**src/rtl/ci_pkg.sv**
```systemverilog
package ci_pkg;
  localparam int NSLOT  = 2;
  localparam int REG_AW = 3;
  localparam int MOD_AW = 14;

  typedef logic [REG_AW-1:0] reg_addr_t;

  localparam reg_addr_t A_CTRL  = 3'd0;
  localparam reg_addr_t A_CTRL2 = 3'd1;
  localparam reg_addr_t A_ALO   = 3'd2;
  localparam reg_addr_t A_AHI   = 3'd3;
  localparam reg_addr_t A_DATA  = 3'd4;
  localparam reg_addr_t A_IRQ   = 3'd5;

  typedef enum logic [1:0] {B_IDLE, B_SETUP, B_PULSE, B_HOLD} bus_st_e;
  typedef enum logic [1:0] {R_IDLE, R_HOLD, R_WAIT} rst_st_e;
endpackage

```
**src/rtl/ci_bus_cycle.sv**
```systemverilog
module ci_bus_cycle
  import ci_pkg::*;
#(
  parameter int SETUP_CYC = 2,
  parameter int PULSE_CYC = 4,
  parameter int HOLD_CYC  = 2
) (
  input  logic       clk,
  input  logic       rst,
  input  logic       start,
  input  logic       wr,
  input  logic [7:0] wdata,
  input  logic       slot,
  input  logic [7:0] mod_din,
  output logic       busy,
  output logic [1:0] ce_n,
  output logic       oe_n,
  output logic       we_n,
  output logic [7:0] dout,
  output logic       doe,
  output logic       done,
  output logic [7:0] rdata
);
  localparam int MAXC = (SETUP_CYC > PULSE_CYC) ?
                        ((SETUP_CYC > HOLD_CYC) ? SETUP_CYC : HOLD_CYC) :
                        ((PULSE_CYC > HOLD_CYC) ? PULSE_CYC : HOLD_CYC);
  localparam int CW = $clog2(MAXC + 1);

  bus_st_e       st;
  logic [CW-1:0] cnt;
  logic          wr_q;
  logic          slot_q;

  always_ff @(posedge clk) begin
    if (rst) begin
      st     <= B_IDLE;
      cnt    <= '0;
      wr_q   <= 1'b0;
      slot_q <= 1'b0;
      dout   <= '0;
      rdata  <= '0;
      done   <= 1'b0;
    end else begin
      done <= 1'b0;
      case (st)
        B_IDLE: if (start) begin
          st     <= B_SETUP;
          cnt    <= CW'(SETUP_CYC - 1);
          wr_q   <= wr;
          slot_q <= slot;
          dout   <= wdata;
        end
        B_SETUP: if (cnt == '0) begin
          st  <= B_PULSE;
          cnt <= CW'(PULSE_CYC - 1);
        end else cnt <= cnt - 1'b1;
        B_PULSE: if (cnt == '0) begin
          if (!wr_q) rdata <= mod_din;
          st  <= B_HOLD;
          cnt <= CW'(HOLD_CYC - 1);
        end else cnt <= cnt - 1'b1;
        default: if (cnt == '0) begin
          st   <= B_IDLE;
          done <= 1'b1;
        end else cnt <= cnt - 1'b1;
      endcase
    end
  end

  assign busy = (st != B_IDLE);
  assign ce_n = busy ? (slot_q ? 2'b01 : 2'b10) : 2'b11;
  assign oe_n = !((st == B_PULSE) && !wr_q);
  assign we_n = !((st == B_PULSE) && wr_q);
  assign doe  = busy && wr_q;
endmodule

```
**src/rtl/ci_reset_seq.sv**
```systemverilog
module ci_reset_seq
  import ci_pkg::*;
#(
  parameter int HOLD_CYC = 1000,
  parameter int TMO_CYC  = 100000
) (
  input  logic clk,
  input  logic rst,
  input  logic start,
  input  logic ready,
  output logic mod_rst,
  output logic busy
);
  localparam int MAXC = (HOLD_CYC > TMO_CYC) ? HOLD_CYC : TMO_CYC;
  localparam int CW   = $clog2(MAXC + 1);

  rst_st_e       st;
  logic [CW-1:0] cnt;

  always_ff @(posedge clk) begin
    if (rst) begin
      st  <= R_IDLE;
      cnt <= '0;
    end else begin
      case (st)
        R_IDLE: if (start) begin
          st  <= R_HOLD;
          cnt <= CW'(HOLD_CYC - 1);
        end
        R_HOLD: if (cnt == '0) begin
          st  <= R_WAIT;
          cnt <= CW'(TMO_CYC - 1);
        end else cnt <= cnt - 1'b1;
        default: if (ready || cnt == '0) st <= R_IDLE;
                 else cnt <= cnt - 1'b1;
      endcase
    end
  end

  assign mod_rst = (st == R_HOLD);
  assign busy    = (st != R_IDLE);
endmodule

```
**src/rtl/ci_debounce.sv**
```systemverilog
module ci_debounce #(
  parameter int DB_CYC = 64
) (
  input  logic clk,
  input  logic rst,
  input  logic raw,
  output logic level,
  output logic changed
);
  localparam int CW = $clog2(DB_CYC + 1);

  logic          s1, s2;
  logic [CW-1:0] cnt;

  always_ff @(posedge clk) begin
    if (rst) begin
      s1      <= 1'b1;
      s2      <= 1'b1;
      level   <= 1'b1;
      cnt     <= '0;
      changed <= 1'b0;
    end else begin
      s1      <= raw;
      s2      <= s1;
      changed <= 1'b0;
      if (s2 != level) begin
        if (cnt == CW'(DB_CYC - 1)) begin
          level   <= s2;
          cnt     <= '0;
          changed <= 1'b1;
        end else cnt <= cnt + 1'b1;
      end else cnt <= '0;
    end
  end
endmodule

```
**src/rtl/ci_slot_ctrl.sv**
```systemverilog
module ci_slot_ctrl
  import ci_pkg::*;
#(
  parameter int SETUP_CYC    = 2,
  parameter int PULSE_CYC    = 4,
  parameter int HOLD_CYC     = 2,
  parameter int RST_HOLD_CYC = 1000,
  parameter int RST_TMO_CYC  = 100000,
  parameter int DB_CYC       = 64
) (
  input  logic              clk,
  input  logic              rst,
  input  logic              req_valid,
  input  logic              req_write,
  input  logic [REG_AW-1:0] req_addr,
  input  logic [7:0]        req_wdata,
  output logic              rsp_done,
  output logic [7:0]        rsp_rdata,
  output logic              irq,
  input  logic [NSLOT-1:0]  card_det_n,
  input  logic [NSLOT-1:0]  mod_rdy,
  output logic [MOD_AW-1:0] mod_addr,
  input  logic [7:0]        mod_din,
  output logic [7:0]        mod_dout,
  output logic              mod_doe,
  output logic [NSLOT-1:0]  mod_ce_n,
  output logic              mod_oe_n,
  output logic              mod_we_n,
  output logic              mod_space,
  output logic [NSLOT-1:0]  mod_rst,
  output logic [NSLOT-1:0]  ts_en,
  output logic [NSLOT-1:0]  ts_out_en,
  output logic [NSLOT-1:0]  tuner_rst_n
);
  logic             slot_q, space_q;
  logic [1:0]       ts_q, out_q, tun_q;
  logic [6:0]       alo_q, ahi_q;
  logic             irq_q;
  logic [NSLOT-1:0] rst_go, rst_busy, absent, det_chg;
  logic             bus_busy, bus_done;
  logic [7:0]       bus_rdata, rd_val;
  logic             accept, wr_acc, rd_acc, is_data;

  assign accept  = req_valid && !bus_busy;
  assign is_data = (req_addr == A_DATA);
  assign wr_acc  = accept && req_write;
  assign rd_acc  = accept && !req_write;

  for (genvar s = 0; s < NSLOT; s++) begin : g_slot
    assign rst_go[s] = wr_acc && (req_addr == A_CTRL) && req_wdata[5-s];

    ci_reset_seq #(.HOLD_CYC(RST_HOLD_CYC), .TMO_CYC(RST_TMO_CYC)) u_rst (
      .clk(clk), .rst(rst), .start(rst_go[s]), .ready(mod_rdy[s]),
      .mod_rst(mod_rst[s]), .busy(rst_busy[s]));

    ci_debounce #(.DB_CYC(DB_CYC)) u_db (
      .clk(clk), .rst(rst), .raw(card_det_n[s]),
      .level(absent[s]), .changed(det_chg[s]));
  end

  ci_bus_cycle #(.SETUP_CYC(SETUP_CYC), .PULSE_CYC(PULSE_CYC), .HOLD_CYC(HOLD_CYC)) u_bus (
    .clk(clk), .rst(rst), .start(accept && is_data), .wr(req_write),
    .wdata(req_wdata), .slot(slot_q), .mod_din(mod_din), .busy(bus_busy),
    .ce_n(mod_ce_n), .oe_n(mod_oe_n), .we_n(mod_we_n), .dout(mod_dout),
    .doe(mod_doe), .done(bus_done), .rdata(bus_rdata));

  always_comb begin
    case (req_addr)
      A_CTRL:  rd_val = {slot_q, space_q, rst_busy[0], rst_busy[1],
                         ts_q[0], ts_q[1], absent[0], absent[1]};
      A_CTRL2: rd_val = {2'b00, out_q[1], out_q[0], tun_q[0], tun_q[1], 2'b00};
      A_ALO:   rd_val = {alo_q, 1'b0};
      A_AHI:   rd_val = {1'b0, ahi_q};
      A_IRQ:   rd_val = {7'd0, irq_q};
      default: rd_val = 8'h00;
    endcase
  end

  always_ff @(posedge clk) begin
    if (rst) begin
      slot_q    <= 1'b0;
      space_q   <= 1'b0;
      ts_q      <= '0;
      out_q     <= '0;
      tun_q     <= 2'b11;
      alo_q     <= '0;
      ahi_q     <= '0;
      irq_q     <= 1'b0;
      rsp_done  <= 1'b0;
      rsp_rdata <= '0;
    end else begin
      rsp_done <= (accept && !is_data) || bus_done;
      if (accept && !is_data) rsp_rdata <= rd_val;
      else if (bus_done)      rsp_rdata <= bus_rdata;

      if (wr_acc) begin
        case (req_addr)
          A_CTRL: begin
            slot_q  <= req_wdata[7];
            space_q <= req_wdata[6];
            ts_q    <= {req_wdata[2], req_wdata[3]};
          end
          A_CTRL2: begin
            out_q <= req_wdata[5:4];
            tun_q <= {req_wdata[2], req_wdata[3]};
          end
          A_ALO:   alo_q <= req_wdata[7:1];
          A_AHI:   ahi_q <= req_wdata[6:0];
          default: ;
        endcase
      end

      if (|det_chg)                          irq_q <= 1'b1;
      else if (rd_acc && req_addr == A_IRQ) irq_q <= 1'b0;
    end
  end

  assign mod_addr    = {ahi_q, alo_q};
  assign mod_space   = space_q;
  assign ts_en       = ts_q;
  assign ts_out_en   = out_q;
  assign tuner_rst_n = tun_q;
  assign irq         = irq_q;
endmodule

```
**config.mk**
```make
export PLATFORM = sky130hd
export DESIGN_NAME = ci_slot_ctrl
export DESIGN_NICKNAME = d
export VERILOG_FILES = /design/src/rtl/ci_pkg.sv /design/src/rtl/ci_bus_cycle.sv /design/src/rtl/ci_reset_seq.sv /design/src/rtl/ci_debounce.sv /design/src/rtl/ci_slot_ctrl.sv
export SDC_FILE = /design/constraint.sdc
export NUM_CORES = 1
export LEC_CHECK = 0
export ABC_AREA = 0
export BUFFER_PORTS_ARGS = -buffer_cell sky130_fd_sc_hd__buf_2
export CAP_MARGIN = 20
export CORE_MARGIN = 2
export CORE_UTILIZATION = 55
export DETAILED_ROUTE_END_ITERATION = 6
export PLACE_DENSITY = 0.77
export SETUP_SLACK_MARGIN = 0.5
export SLEW_MARGIN = 10
export SYNTH_ARGS = -nofsm -noshare
export SYNTH_HDL_FRONTEND = slang
export SYNTH_SLANG_ARGS = --single-unit
```
**constraint.sdc**
```tcl
create_clock -name clk -period 4.3 [get_ports clk]
set_input_delay 0.86 -clock clk [delete_from_list [all_inputs] [get_ports clk]]
set_output_delay 0.86 -clock clk [all_outputs]
set_load 0.05 [all_outputs]
```
==> run summary <==
Buffer type at the clock tree root: sky130_fd_sc_hd__clkbuf_8
Result of the run: complete, no violations
Synth top cells by count: sky130_fd_sc_hd__dfxtp_1 (116), sky130_fd_sc_hd__nor2_1 (78), sky130_fd_sc_hd__nand2_1 (64)
Cell area after placement: 5981 µm²
Critical path startpoint category: flop
Instance count of the mapped netlist: 669
Required time of the critical path: 4.74 ns
# rows: 36
Number of enable-type register cells in the synthesized netlist: 0
Antenna violations before repair: 0
Minimum hold slack: 0.4088 ns
Remaining routing DRC violations: 0
# setup viols final: 0
Overall power of the completed layout: 3.284 mW
Antenna violation net count after detailed routing: 0
Reg2reg start: u_bus.st[1]
Cell area after technology mapping: 5548 µm²
Largest net degree at the start of global routing: 59
Half-perimeter wire length after placement: 9928 µm
Final slew viol count: 0
Max Clk Rate: 342.1 MHz
Post-cts resize count: 0
Static leakage: 2.654 nW
CTS hold repair buffers: 0
Total GRT Usage: 26.54%
Share of cells above drive strength 1: 17.69%
Summed negative setup slack over all endpoints: 0 ns
Fraction of registers with async set/reset: 0%
Number of global-route vias before repair: 4928
Global-route wire length before repair: 23640 µm
Starting Density: 56.76%
Syn Area/Cell: 8.293 µm²
Final design instance area without fill: 6598 µm²
Arrival time of data at the critical path endpoint: 3.36 ns
Most used DFF post-synth: sky130_fd_sc_hd__dfxtp_1
Die height: 104.4 µm
Worst Skew: 0.007640 ns
Core Area: 9774 µm²
Per-cell via count in the routed design: 5.944
Max Cap Violations: 0
PwrDens: 497.7 nW/µm²
Violation count after the first detailed-route iteration: 421
Number of clock buffers inserted by TritonCTS: 17
Final clock period utilization by the worst path: 67.97%
Worst hold start: g_slot[1].u_db.s1
Total wire length after detailed routing: 14330 µm
Post-layout net count: 772
Start-to-end type of the worst setup path: flop to flop
Number of distinct library cells after synthesis: 64
Port Buf Inserts: 72
Clk pin slew, worst setup/hold paths: 0.05 ns
CTS Sinks: 116
Setup bufs post-CTS: 0
Area share of the largest cell type after synthesis: 41.86%
Type of the tightest min-delay check: flop to flop
Worst setup EP type: flop
Ranking of synthesized cells by area: sky130_fd_sc_hd__dfxtp_1 (42%), sky130_fd_sc_hd__a21oi_1 (5.7%), sky130_fd_sc_hd__nor2_1 (5.3%)
Unrepaired setup endpoints after global routing: false
Number of antenna cells inserted: 0
Max Fanout on Critical Path: 17
Maximum buffer depth of the clock tree: 2
Average wire per standard cell: 16.30 µm
Net count of the mapped netlist: 708
Layout Utilization: 67.50%
Top cell type by total area after synthesis: sky130_fd_sc_hd__dfxtp_1
Warnings from Yosys: 0
Most frequent cell after synthesis: sky130_fd_sc_hd__dfxtp_1
Die Width: 104.4 µm
Post-synthesis sequential element count: 116
Sequential element share of the synthesized area: 41.86%
DIE AREA: 10910 µm²
P&R area growth vs syn: 18.92%
Final RePlAce weighted congestion: 0.8852
TritonCTS clock tree: done
Min cycle time layout: 2.923 ns
Clock insertion delay at the later pin of the skew report: 0.52 ns
Overflow after GRT: 0
Total iterations of the first detailed-routing run: 5
Transition at the pin with the smallest max-transition slack: 0.8706 ns
Fill cells: 821
Remaining max-slew budget at the tightest pin: 41.74%
Total number of vias: 5225
Largest vdd supply drop: 0.3610 mV
Final number of hold-violating endpoints: 0
Reg-to-reg slack, setup: 1.38 ns
Timing startpoint of the critical path: u_bus.st[1]
H-Tree Level Count: 4
Io pins: 73
==> layout make-up <==
type | instances | area [µm²] | area share, %
repair buffers | 76 | 390.4 | 5.917
well taps | 133 | 166.4 | 2.522
clock buffers | 23 | 466.7 | 7.074
clock inverters | 9 | 150.1 | 2.276
inverters | 30 | 112.6 | 1.707
flip-flops and latches | 116 | 2322 | 35.20
multi-input cells | 492 | 2989 | 45.31
==> state kept, by name, indices dropped and copies added (netlist names), 2 cells and up <==
name,flops
alo_q,7
ts_out_en,2
g_slot.u_rst.cnt,34
ahi_q,7
g_slot.u_db.s1,2
u_bus.dout,8
rsp_rdata,8
g_slot.u_rst.st,4
g_slot.u_db.level,2
u_bus.rdata,8
u_bus.cnt,3
tuner_rst_n,2
ts_en,2
g_slot.u_db.changed,2
g_slot.u_db.s2,2
u_bus.st,2
g_slot.u_db.cnt,14
==> critical path, stage by stage, from the launching register on <==
cell and delay [ns]:
sky130_fd_sc_hd__dfxtp_1 0.34, sky130_fd_sc_hd__inv_1 0.11, sky130_fd_sc_hd__ha_1 0.48, sky130_fd_sc_hd__nand4b_1 0.63, sky130_fd_sc_hd__nor3_2 0.47, sky130_fd_sc_hd__a31oi_1 0.27, sky130_fd_sc_hd__a2111o_1 0.40, sky130_fd_sc_hd__a21oi_1 0.14
==> report_power, final <==
group	switching, mW	internal, mW
Combinational	0.446	0.198
Clock	0.477	0.984
Sequential	0.0443	1.13
Total	0.967	2.32
==> cell usage in the layout (no fill, tap or decap), types with 9 or more instances in the layout <==
cell type / instances
sky130_fd_sc_hd__dfxtp_1: 116
sky130_fd_sc_hd__nor4_1: 9
sky130_fd_sc_hd__clkbuf_16: 16
sky130_fd_sc_hd__a211oi_1: 14
sky130_fd_sc_hd__ha_1: 12
sky130_fd_sc_hd__a31oi_1: 10
sky130_fd_sc_hd__and3_1: 10
sky130_fd_sc_hd__nand2_1: 64
sky130_fd_sc_hd__buf_2: 72
sky130_fd_sc_hd__nor2_1: 78
sky130_fd_sc_hd__mux2i_1: 22
sky130_fd_sc_hd__inv_1: 29
sky130_fd_sc_hd__nand3_1: 18
sky130_fd_sc_hd__o21ai_0: 36
sky130_fd_sc_hd__a21oi_1: 63
sky130_fd_sc_hd__nor3_1: 30
==> metrics by stage <==
stage	setup WS [ns]	cells
3_5_place_dp	1.225	847
6_report	1.377	879
2_1_floorplan	1.876	669
5_1_grt	1.119	879
4_1_cts	1.420	879
3_3_place_gp	1.348	847
==> logic make-up after synthesis <==
| family | Yosys count | share of synthesized area [%] |
|---|---|---|
| flip-flops | 116 | 41.86 |
| XOR/XNOR | 11 | 1.737 |
| AO/OA/AOI/OAI | 173 | 19.51 |
| adder cells (fa/ha/maj) | 12 | 2.706 |
| AND/OR/NAND/NOR | 268 | 23.93 |
| buffers and inverters | 61 | 4.262 |
| multiplexers | 28 | 5.999 |
==> metal layers <==
metal	vias up	routed length [µm]	track usage, %
met5	-	0	0
met4	0	303	9.556
met3	28	950	6.266
met2	180	6857	43.18
met1	2467	6219	34.38
li1	2550	-	-
==> worst paths after layout <==
kind,end,cells past startpoint
max,g_slot[0].u_rst.cnt[7],7
min,g_slot[1].u_db.s2,1
max reg2reg,g_slot[0].u_rst.cnt[7],7
min reg2reg,g_slot[1].u_db.s2,1
No activity file was read; power rests on OpenSTA's default activity.
